File: config.mk
export PLATFORM = sky130hd
export DESIGN_NAME = uart_regbank
export DESIGN_NICKNAME = d
export VERILOG_FILES = /design/src/rtl/urb_pkg.sv /design/src/rtl/urb_fmt_reg.sv /design/src/rtl/urb_cfg_store.sv /design/src/rtl/urb_status.sv /design/src/rtl/uart_regbank.sv
export SDC_FILE = /design/constraint.sdc
export NUM_CORES = 1
export LEC_CHECK = 0
export ABC_CLOCK_PERIOD_IN_PS = 2500
export CAP_MARGIN = 30
export CORE_MARGIN = 5
export CORE_UTILIZATION = 45
export DETAILED_ROUTE_END_ITERATION = 8
export PLACE_DENSITY = 0.78
export SYNTH_ARGS = -nofsm -noshare
export SYNTH_HDL_FRONTEND = slang
export SYNTH_SLANG_ARGS = --single-unit
File: constraint.sdc
create_clock -name clk -period 2.5 [get_ports clk]
set_input_delay 0.5 -clock clk [delete_from_list [all_inputs] [get_ports clk]]
set_output_delay 0.5 -clock clk [all_outputs]
set_load 0.01 [all_outputs]
File: src/rtl/urb_pkg.sv
package urb_pkg;

    // Fixed address map (3-bit address space)
    localparam logic [2:0] ADR_DATA  = 3'd0;
    localparam logic [2:0] ADR_HIGH  = 3'd1;
    localparam logic [2:0] ADR_FEAT  = 3'd2;
    localparam logic [2:0] ADR_FMT   = 3'd3;
    localparam logic [2:0] ADR_XON1  = 3'd4;
    localparam logic [2:0] ADR_STAT  = 3'd5;
    localparam logic [2:0] ADR_XOFF1 = 3'd6;
    localparam logic [2:0] ADR_XOFF2 = 3'd7;

    // Status byte bit positions
    localparam int ST_AVAIL = 0;
    localparam int ST_OVR   = 1;
    localparam int ST_PERR  = 2;
    localparam int ST_TEMPT = 5;
    localparam int ST_TIDLE = 6;

    // Index of each stored configuration byte
    typedef enum logic [2:0] {
        CFG_DLL   = 3'd0,
        CFG_DLM   = 3'd1,
        CFG_EFR   = 3'd2,
        CFG_XON1  = 3'd3,
        CFG_XON2  = 3'd4,
        CFG_XOFF1 = 3'd5,
        CFG_XOFF2 = 3'd6
    } cfg_idx_e;

    localparam int NCFG = 7;

    // Result of address decoding
    typedef struct packed {
        logic     fmt;
        logic     stat;
        logic     rhr;
        logic     thr;
        logic     cfg;
        cfg_idx_e idx;
    } sel_t;

    function automatic sel_t decode(input logic [2:0] adr,
                                    input logic dlab,
                                    input logic ext);
        sel_t s;
        s.fmt  = 1'b0;
        s.stat = 1'b0;
        s.rhr  = 1'b0;
        s.thr  = 1'b0;
        s.cfg  = 1'b0;
        s.idx  = CFG_DLL;
        unique case (adr)
            ADR_DATA: begin
                if (dlab) begin
                    s.cfg = 1'b1;
                    s.idx = CFG_DLL;
                end else begin
                    s.rhr = 1'b1;
                    s.thr = 1'b1;
                end
            end
            ADR_HIGH: begin
                s.cfg = dlab;
                s.idx = CFG_DLM;
            end
            ADR_FEAT: begin
                s.cfg = ext;
                s.idx = CFG_EFR;
            end
            ADR_FMT: s.fmt = 1'b1;
            ADR_XON1: begin
                s.cfg = ext;
                s.idx = CFG_XON1;
            end
            ADR_STAT: begin
                s.cfg  = ext;
                s.stat = !ext;
                s.idx  = CFG_XON2;
            end
            ADR_XOFF1: begin
                s.cfg = ext;
                s.idx = CFG_XOFF1;
            end
            default: begin
                s.cfg = ext;
                s.idx = CFG_XOFF2;
            end
        endcase
        return s;
    endfunction

endpackage

File: src/rtl/urb_fmt_reg.sv
module urb_fmt_reg #(
    parameter int            DW        = 8,
    parameter logic [DW-1:0] RESET_VAL = 8'h03,
    parameter logic [DW-1:0] KEY       = 8'hBF
) (
    input  logic          clk,
    input  logic          rst,
    input  logic          wr_en,
    input  logic [DW-1:0] wr_data,
    output logic [DW-1:0] fmt_q,
    output logic          ext_q
);

    localparam int TOP = DW - 1;

    always_ff @(posedge clk) begin
        if (rst) begin
            fmt_q <= RESET_VAL;
            ext_q <= 1'b0;
        end else if (wr_en) begin
            if (wr_data == KEY) begin
                fmt_q[TOP] <= 1'b1;
                ext_q      <= 1'b1;
            end else begin
                fmt_q <= wr_data;
                ext_q <= 1'b0;
            end
        end
    end

    // key write keeps the low format bits and opens the bank
    a_r2_key_keeps_format: assert property (@(posedge clk) disable iff (rst)
        (wr_en && wr_data == KEY) |=>
            (fmt_q[TOP-1:0] == $past(fmt_q[TOP-1:0]) && fmt_q[TOP] && ext_q));

    // any other write stores the whole byte and closes the bank
    a_r3_plain_write_exits: assert property (@(posedge clk) disable iff (rst)
        (wr_en && wr_data != KEY) |=> (!ext_q && fmt_q == $past(wr_data)));

    // an open hidden bank always comes with the alternate map
    a_r10_ext_implies_dlab: assert property (@(posedge clk) disable iff (rst)
        ext_q |-> fmt_q[TOP]);

endmodule

File: src/rtl/urb_cfg_store.sv
module urb_cfg_store #(
    parameter int DW = 8,
    parameter int N  = 7
) (
    input  logic                  clk,
    input  logic                  rst,
    input  logic [N-1:0]          wr_en,
    input  logic [DW-1:0]         wr_data,
    output logic [N-1:0][DW-1:0]  regs_q
);

    for (genvar i = 0; i < N; i++) begin : g_byte
        always_ff @(posedge clk) begin
            if (rst) begin
                regs_q[i] <= '0;
            end else if (wr_en[i]) begin
                regs_q[i] <= wr_data;
            end
        end
    end

    // decoding never selects two stored bytes at once
    a_r5_single_target: assert property (@(posedge clk) disable iff (rst)
        $onehot0(wr_en));

endmodule

File: src/rtl/urb_status.sv
module urb_status #(
    parameter int DW = 8
) (
    input  logic          clk,
    input  logic          rst,
    input  logic          rd_clr,
    input  logic          ovr_evt,
    input  logic          head_new,
    input  logic          head_perr,
    input  logic          rx_avail,
    input  logic          thr_empty,
    input  logic          tx_idle,
    output logic [DW-1:0] stat_o
);

    import urb_pkg::*;

    logic ovr_q;
    logic perr_q;
    logic perr_set;

    assign perr_set = head_new & head_perr;

    always_ff @(posedge clk) begin
        if (rst) begin
            ovr_q  <= 1'b0;
            perr_q <= 1'b0;
        end else begin
            if (ovr_evt) begin
                ovr_q <= 1'b1;
            end else if (rd_clr) begin
                ovr_q <= 1'b0;
            end
            if (perr_set) begin
                perr_q <= 1'b1;
            end else if (rd_clr) begin
                perr_q <= 1'b0;
            end
        end
    end

    always_comb begin
        stat_o           = '0;
        stat_o[ST_AVAIL] = rx_avail;
        stat_o[ST_OVR]   = ovr_q;
        stat_o[ST_PERR]  = perr_q;
        stat_o[ST_TEMPT] = thr_empty;
        stat_o[ST_TIDLE] = tx_idle;
    end

    // an overrun event always leaves the flag set
    a_r7_ovr_set_wins: assert property (@(posedge clk) disable iff (rst)
        ovr_evt |=> ovr_q);

    // a status read without a new event clears the flag
    a_r7_ovr_read_clears: assert property (@(posedge clk) disable iff (rst)
        (rd_clr && !ovr_evt) |=> !ovr_q);

    // a flagged head character always leaves the flag set
    a_r8_perr_set_wins: assert property (@(posedge clk) disable iff (rst)
        (head_new && head_perr) |=> perr_q);

    // the flag holds its value while nothing touches it
    a_r8_perr_holds: assert property (@(posedge clk) disable iff (rst)
        (!rd_clr && !head_new) |=> $stable(perr_q));

endmodule

File: src/rtl/uart_regbank.sv
module uart_regbank #(
    parameter int          DW        = 8,
    parameter logic [7:0]  FMT_RESET = 8'h03,
    parameter logic [7:0]  EXT_KEY   = 8'hBF
) (
    input  logic            clk,
    input  logic            rst,
    input  logic [2:0]      bus_addr,
    input  logic            bus_wr,
    input  logic            bus_rd,
    input  logic [DW-1:0]   bus_wdata,
    output logic [DW-1:0]   bus_rdata,
    input  logic [DW-1:0]   rx_data,
    input  logic            rx_avail,
    input  logic            rx_head_new,
    input  logic            rx_head_perr,
    input  logic            rx_overrun,
    input  logic            tx_thr_empty,
    input  logic            tx_idle,
    output logic            rhr_pop,
    output logic            thr_load,
    output logic [DW-1:0]   thr_data,
    output logic [DW-2:0]   fmt_cfg,
    output logic [2*DW-1:0] divisor,
    output logic [DW-1:0]   efr,
    output logic [DW-1:0]   xon1,
    output logic [DW-1:0]   xon2,
    output logic [DW-1:0]   xoff1,
    output logic [DW-1:0]   xoff2
);

    import urb_pkg::*;

    localparam int TOP = DW - 1;

    logic [DW-1:0]           fmt_q;
    logic                    ext_q;
    logic [NCFG-1:0]         cfg_wr;
    logic [NCFG-1:0][DW-1:0] cfg_q;
    logic [DW-1:0]           stat_q;
    logic                    stat_clr;
    logic [DW-1:0]           rd_val;
    sel_t                    sel;

    assign sel      = decode(bus_addr, fmt_q[TOP], ext_q);
    assign stat_clr = bus_rd & sel.stat;
    assign rhr_pop  = bus_rd & sel.rhr;
    assign thr_load = bus_wr & sel.thr;
    assign thr_data = bus_wdata;

    for (genvar i = 0; i < NCFG; i++) begin : g_wr
        assign cfg_wr[i] = bus_wr & sel.cfg & (int'(sel.idx) == i);
    end

    urb_fmt_reg #(
        .DW        (DW),
        .RESET_VAL (DW'(FMT_RESET)),
        .KEY       (DW'(EXT_KEY))
    ) u_fmt (
        .clk     (clk),
        .rst     (rst),
        .wr_en   (bus_wr & sel.fmt),
        .wr_data (bus_wdata),
        .fmt_q   (fmt_q),
        .ext_q   (ext_q)
    );

    urb_cfg_store #(
        .DW (DW),
        .N  (NCFG)
    ) u_cfg (
        .clk     (clk),
        .rst     (rst),
        .wr_en   (cfg_wr),
        .wr_data (bus_wdata),
        .regs_q  (cfg_q)
    );

    urb_status #(
        .DW (DW)
    ) u_stat (
        .clk       (clk),
        .rst       (rst),
        .rd_clr    (stat_clr),
        .ovr_evt   (rx_overrun),
        .head_new  (rx_head_new),
        .head_perr (rx_head_perr),
        .rx_avail  (rx_avail),
        .thr_empty (tx_thr_empty),
        .tx_idle   (tx_idle),
        .stat_o    (stat_q)
    );

    always_comb begin
        rd_val = '0;
        if (sel.fmt) begin
            rd_val = fmt_q;
        end else if (sel.stat) begin
            rd_val = stat_q;
        end else if (sel.rhr) begin
            rd_val = rx_data;
        end else if (sel.cfg) begin
            rd_val = cfg_q[sel.idx];
        end
        bus_rdata = bus_rd ? rd_val : '0;
    end

    assign fmt_cfg = fmt_q[TOP-1:0];
    assign divisor = {cfg_q[CFG_DLM], cfg_q[CFG_DLL]};
    assign efr     = cfg_q[CFG_EFR];
    assign xon1    = cfg_q[CFG_XON1];
    assign xon2    = cfg_q[CFG_XON2];
    assign xoff1   = cfg_q[CFG_XOFF1];
    assign xoff2   = cfg_q[CFG_XOFF2];

    // divisor bytes move only while the alternate map is selected
    a_r10_divisor_guarded: assert property (@(posedge clk) disable iff (rst)
        !fmt_q[TOP] |=> $stable(divisor));

    // hidden bytes move only while the hidden bank is open
    a_r5_hidden_guarded: assert property (@(posedge clk) disable iff (rst)
        !ext_q |=> ($stable(efr) && $stable(xon1) && $stable(xon2)
                    && $stable(xoff1) && $stable(xoff2)));

endmodule

==> flow_metrics.tcl <==
set metrics [dict create \
    track_usage_pct 25.9 \
    start_kind "input pin" \
    clockBufferDepth 2 \
    grt-ovfl-total 0 \
    wl_per_cell_um 19.6 \
    path_cells "buf_6 -> buf_6 -> or3b_4 -> o21a_4 -> buf_6 -> o22ai_4 -> or4_4 -> a21oi_2 -> buf_2" \
    worst-path-stages 9 \
    drt_wl_total_um 12500 \
    grt_pass1_vias 3606 \
    detail-route-antenna-nets 0 \
    tritoncts "done" \
    synthFlopType "dfxtp_1" \
    run_status "complete, but fails checks" \
    design.core.area_um2 7330 \
    slowest_stage "or4_4" \
    numCtsBuffers 9 \
    h-tree-depth 3 \
    setup_viol 3 \
    final_cell_mix "clkdlybuf4s50_1 (95), nor2_1 (70), dfxtp_1 (67)" \
    timing.rr.start "u_fmt.fmt_q[7]" \
    hp-start "u_cfg.regs_q[41]" \
    hold_buffers 0 \
    fillers 542 \
    slew_headroom_pct 70.8 \
    clk_pin_slew_ns 0.07 \
    reg2reg_to "u_cfg.regs_q[14]" \
    final_util_pct 72.1 \
    r2r_slack_ns 0.93 \
    setup_tns_ns -0.136 \
    start_util_pct 46.6 \
    diodes 0 \
    ys_async_sr_fraction_pct 0 \
    p_seq_share_pct 43.4 \
    min_period_ns 2.58 \
    firstDrtPassIters 5 \
    num_rows 31 \
    area_growth_pct 54.8 \
    syn_avg_cell_area_um2 8.83 \
    end_kind "output pin" \
    layout_commonest_cell "clkdlybuf4s50_1" \
    chipHeight_um 97.1 \
    p_clk_share_pct 40.4 \
    swShare_pct 26.0 \
    maxCapViolations 0 \
    power-per-cell-area_nw_per_um2 471 \
    cp.buffers_inverters 4 \
    routabilityCongestion 0.896 \
    vias 3570 \
    viasPerCell 5.60 \
    clkSinkCount 67 \
    yosysSeqAreaShare_pct 39.3 \
    p_leak_uw 0.00208 \
    cp-endpoint "bus_rdata[2]" \
    grt_pass1_wl_um 19400 \
    post-place-ws_ns -0.901 \
    violations "negative setup slack" \
    critPathLaunch "bus_addr[0]" \
    finalCritPeriodShare_pct 103 \
    max_clock_freq_ghz 0.387 \
    worstPathMaxFanout 7 \
    nets 562 \
    drive_gt1_share_pct 25.1 \
    synth_edf_count 0 \
    cts-root-buf "clkbuf_8" \
    worstRegToRegCells 6 \
    internal_power_uw 1840 \
    finalMaxSlewViolations 0 \
    yosys-top-cells-area "dfxtp_1 (39%), mux2i_1 (17%), nor2_1 (7.9%)" \
    max-vdd-ir-drop_v 0.000336 \
    grt_max_degree 26 \
    insertion_delay_ns 0.35 \
    synth_cell_types 50 \
    tightest_slew_ns 0.437 \
    worstPathArrival_ns 2.08 \
    crit_type "in2out" \
    die_area_um2 9430 \
    worst_slack_ns -0.0830 \
    synth_largest_area_cell "dfxtp_1" \
    cp.required_ns 2.00 \
    p_comb_share_pct 16.2 \
    syn_inst 387 \
    hpwl_um 9290 \
    power.switching_uw 647 \
    ys.warnings.count 0 \
    path_delay_family "simple AND/OR/NAND/NOR gates" \
    die_x_um 97.1 \
    syn-num-nets 416 \
    ioPinCount 110 \
    synth-seq-cells 67 \
    synth_top_area_share_pct 39.3 \
    antenna_found_initial 0 \
    rsz0062_at_grt "yes" \
    min_path_type "reg2reg" \
    numPortBuffers 109 \
    finalHoldViolations 0 \
    cp_slowest_stage_delay_ns 0.48 \
    fin_worst_skew_ns 0.0115 \
    drc_errors 0 \
    syn_area_um2 3420 \
    finalPower_uw 2490 \
    crit_top_cell "buf_6" \
    drt_iter0_drc 386 \
]
what timing repair did:
| item | 4_1_cts | 5_1_grt |
|---|---|---|
| pin swaps | 21 | 15 |
| buffers inserted | 9 | 5 |
| gates cloned | 1 | 0 |
| setup endpoints to repair | 10 | 8 |
| resized for setup | 76 | 15 |
| endpoints found under the hold margin | 0 | 0 |
cell type report:
cell class,instances,area (um2),area share (%)
clock inverter,6,90.1,1.70
sequential,67,1340,25.4
inverter,1,3.75,0.0710
timing repair buffer,179,1650,31.1
clock buffer,10,128,2.41
multi-input combinational,275,1960,37.0
tap,99,124,2.34
synthesized netlist by cell type, types with 3 or more instances:
master	instances
o2bb2ai_1	5
nand3_1	3
dfxtp_1	67
nand2_1	21
mux2i_1	58
o21ai_0	16
and3_1	3
nor2_4	3
and2_1	5
a222oi_1	3
o21ai_1	3
buf_4	17
nor2_1	72
buf_2	6
o221ai_1	3
a21oi_1	19
o21a_1	8
a22oi_1	4
mux2_2	4
o22ai_1	7
clkbuf_1	18
nor3_1	4
worst min path at each step:
stage | end | slack [ns] | depth (start not counted)
6_report | u_cfg.regs_q[41] | 0.50 | 2
3_3_place_gp | u_fmt.fmt_q[6] | 0.46 | 2
4_1_cts | u_cfg.regs_q[41] | 0.50 | 2
2_1_floorplan | u_fmt.fmt_q[6] | 0.45 | 2
5_1_grt | u_cfg.regs_q[41] | 0.52 | 2
3_5_place_dp | u_cfg.regs_q[41] | 0.49 | 2
sequential cells by signal, summed over array words and instances (netlist names):
name           cells
u_cfg.regs_q      56
u_fmt.fmt_q        8
u_fmt.ext_q        1
u_stat.ovr_q       1
u_stat.perr_q      1
stage by stage:
stage	hold WS, ns	area, um2	instances
after floorplan	0.450	3420	387
after global placement	0.461	4850	609
after detailed placement	0.486	4850	609
after CTS	0.498	5220	635
after global routing	0.522	5290	637
final	0.500	5290	637
tightest hold or removal path: cells and delay by family (launching register included):
kind           cells  cell delay, ns
flip-flops         1            0.32
AO/OA/AOI/OAI      2            0.13
power groups by stage:
stage | clock network, uW | registers (uW) | logic [uW]
detailed placement | 0 | 1110 | 355
global route | 1060 | 1080 | 427
finish | 1010 | 1080 | 403
global placement | 0 | 1110 | 352
floorplan | 0 | 1100 | 177
CTS | 1010 | 1080 | 384
metal layers:
metal	wire length (um)	track usage, %
met1	5440	33.6
met3	965	6.10
met5	0	0
met2	5770	41.0
met4	347	11.0
logic make-up (layout without fill, tap and decap cells):
logic type      after synthesis  in the layout  synth area share [%]
compound gates               83             83                  16.6
xor+xnor                      2              2                 0.733
buf+inv                      45            196                  7.47
flops                        67             67                  39.3
mux                          62             62                  18.3
simple gates                128            128                  17.7
Note: power is estimated with default switching activity, not from simulation.
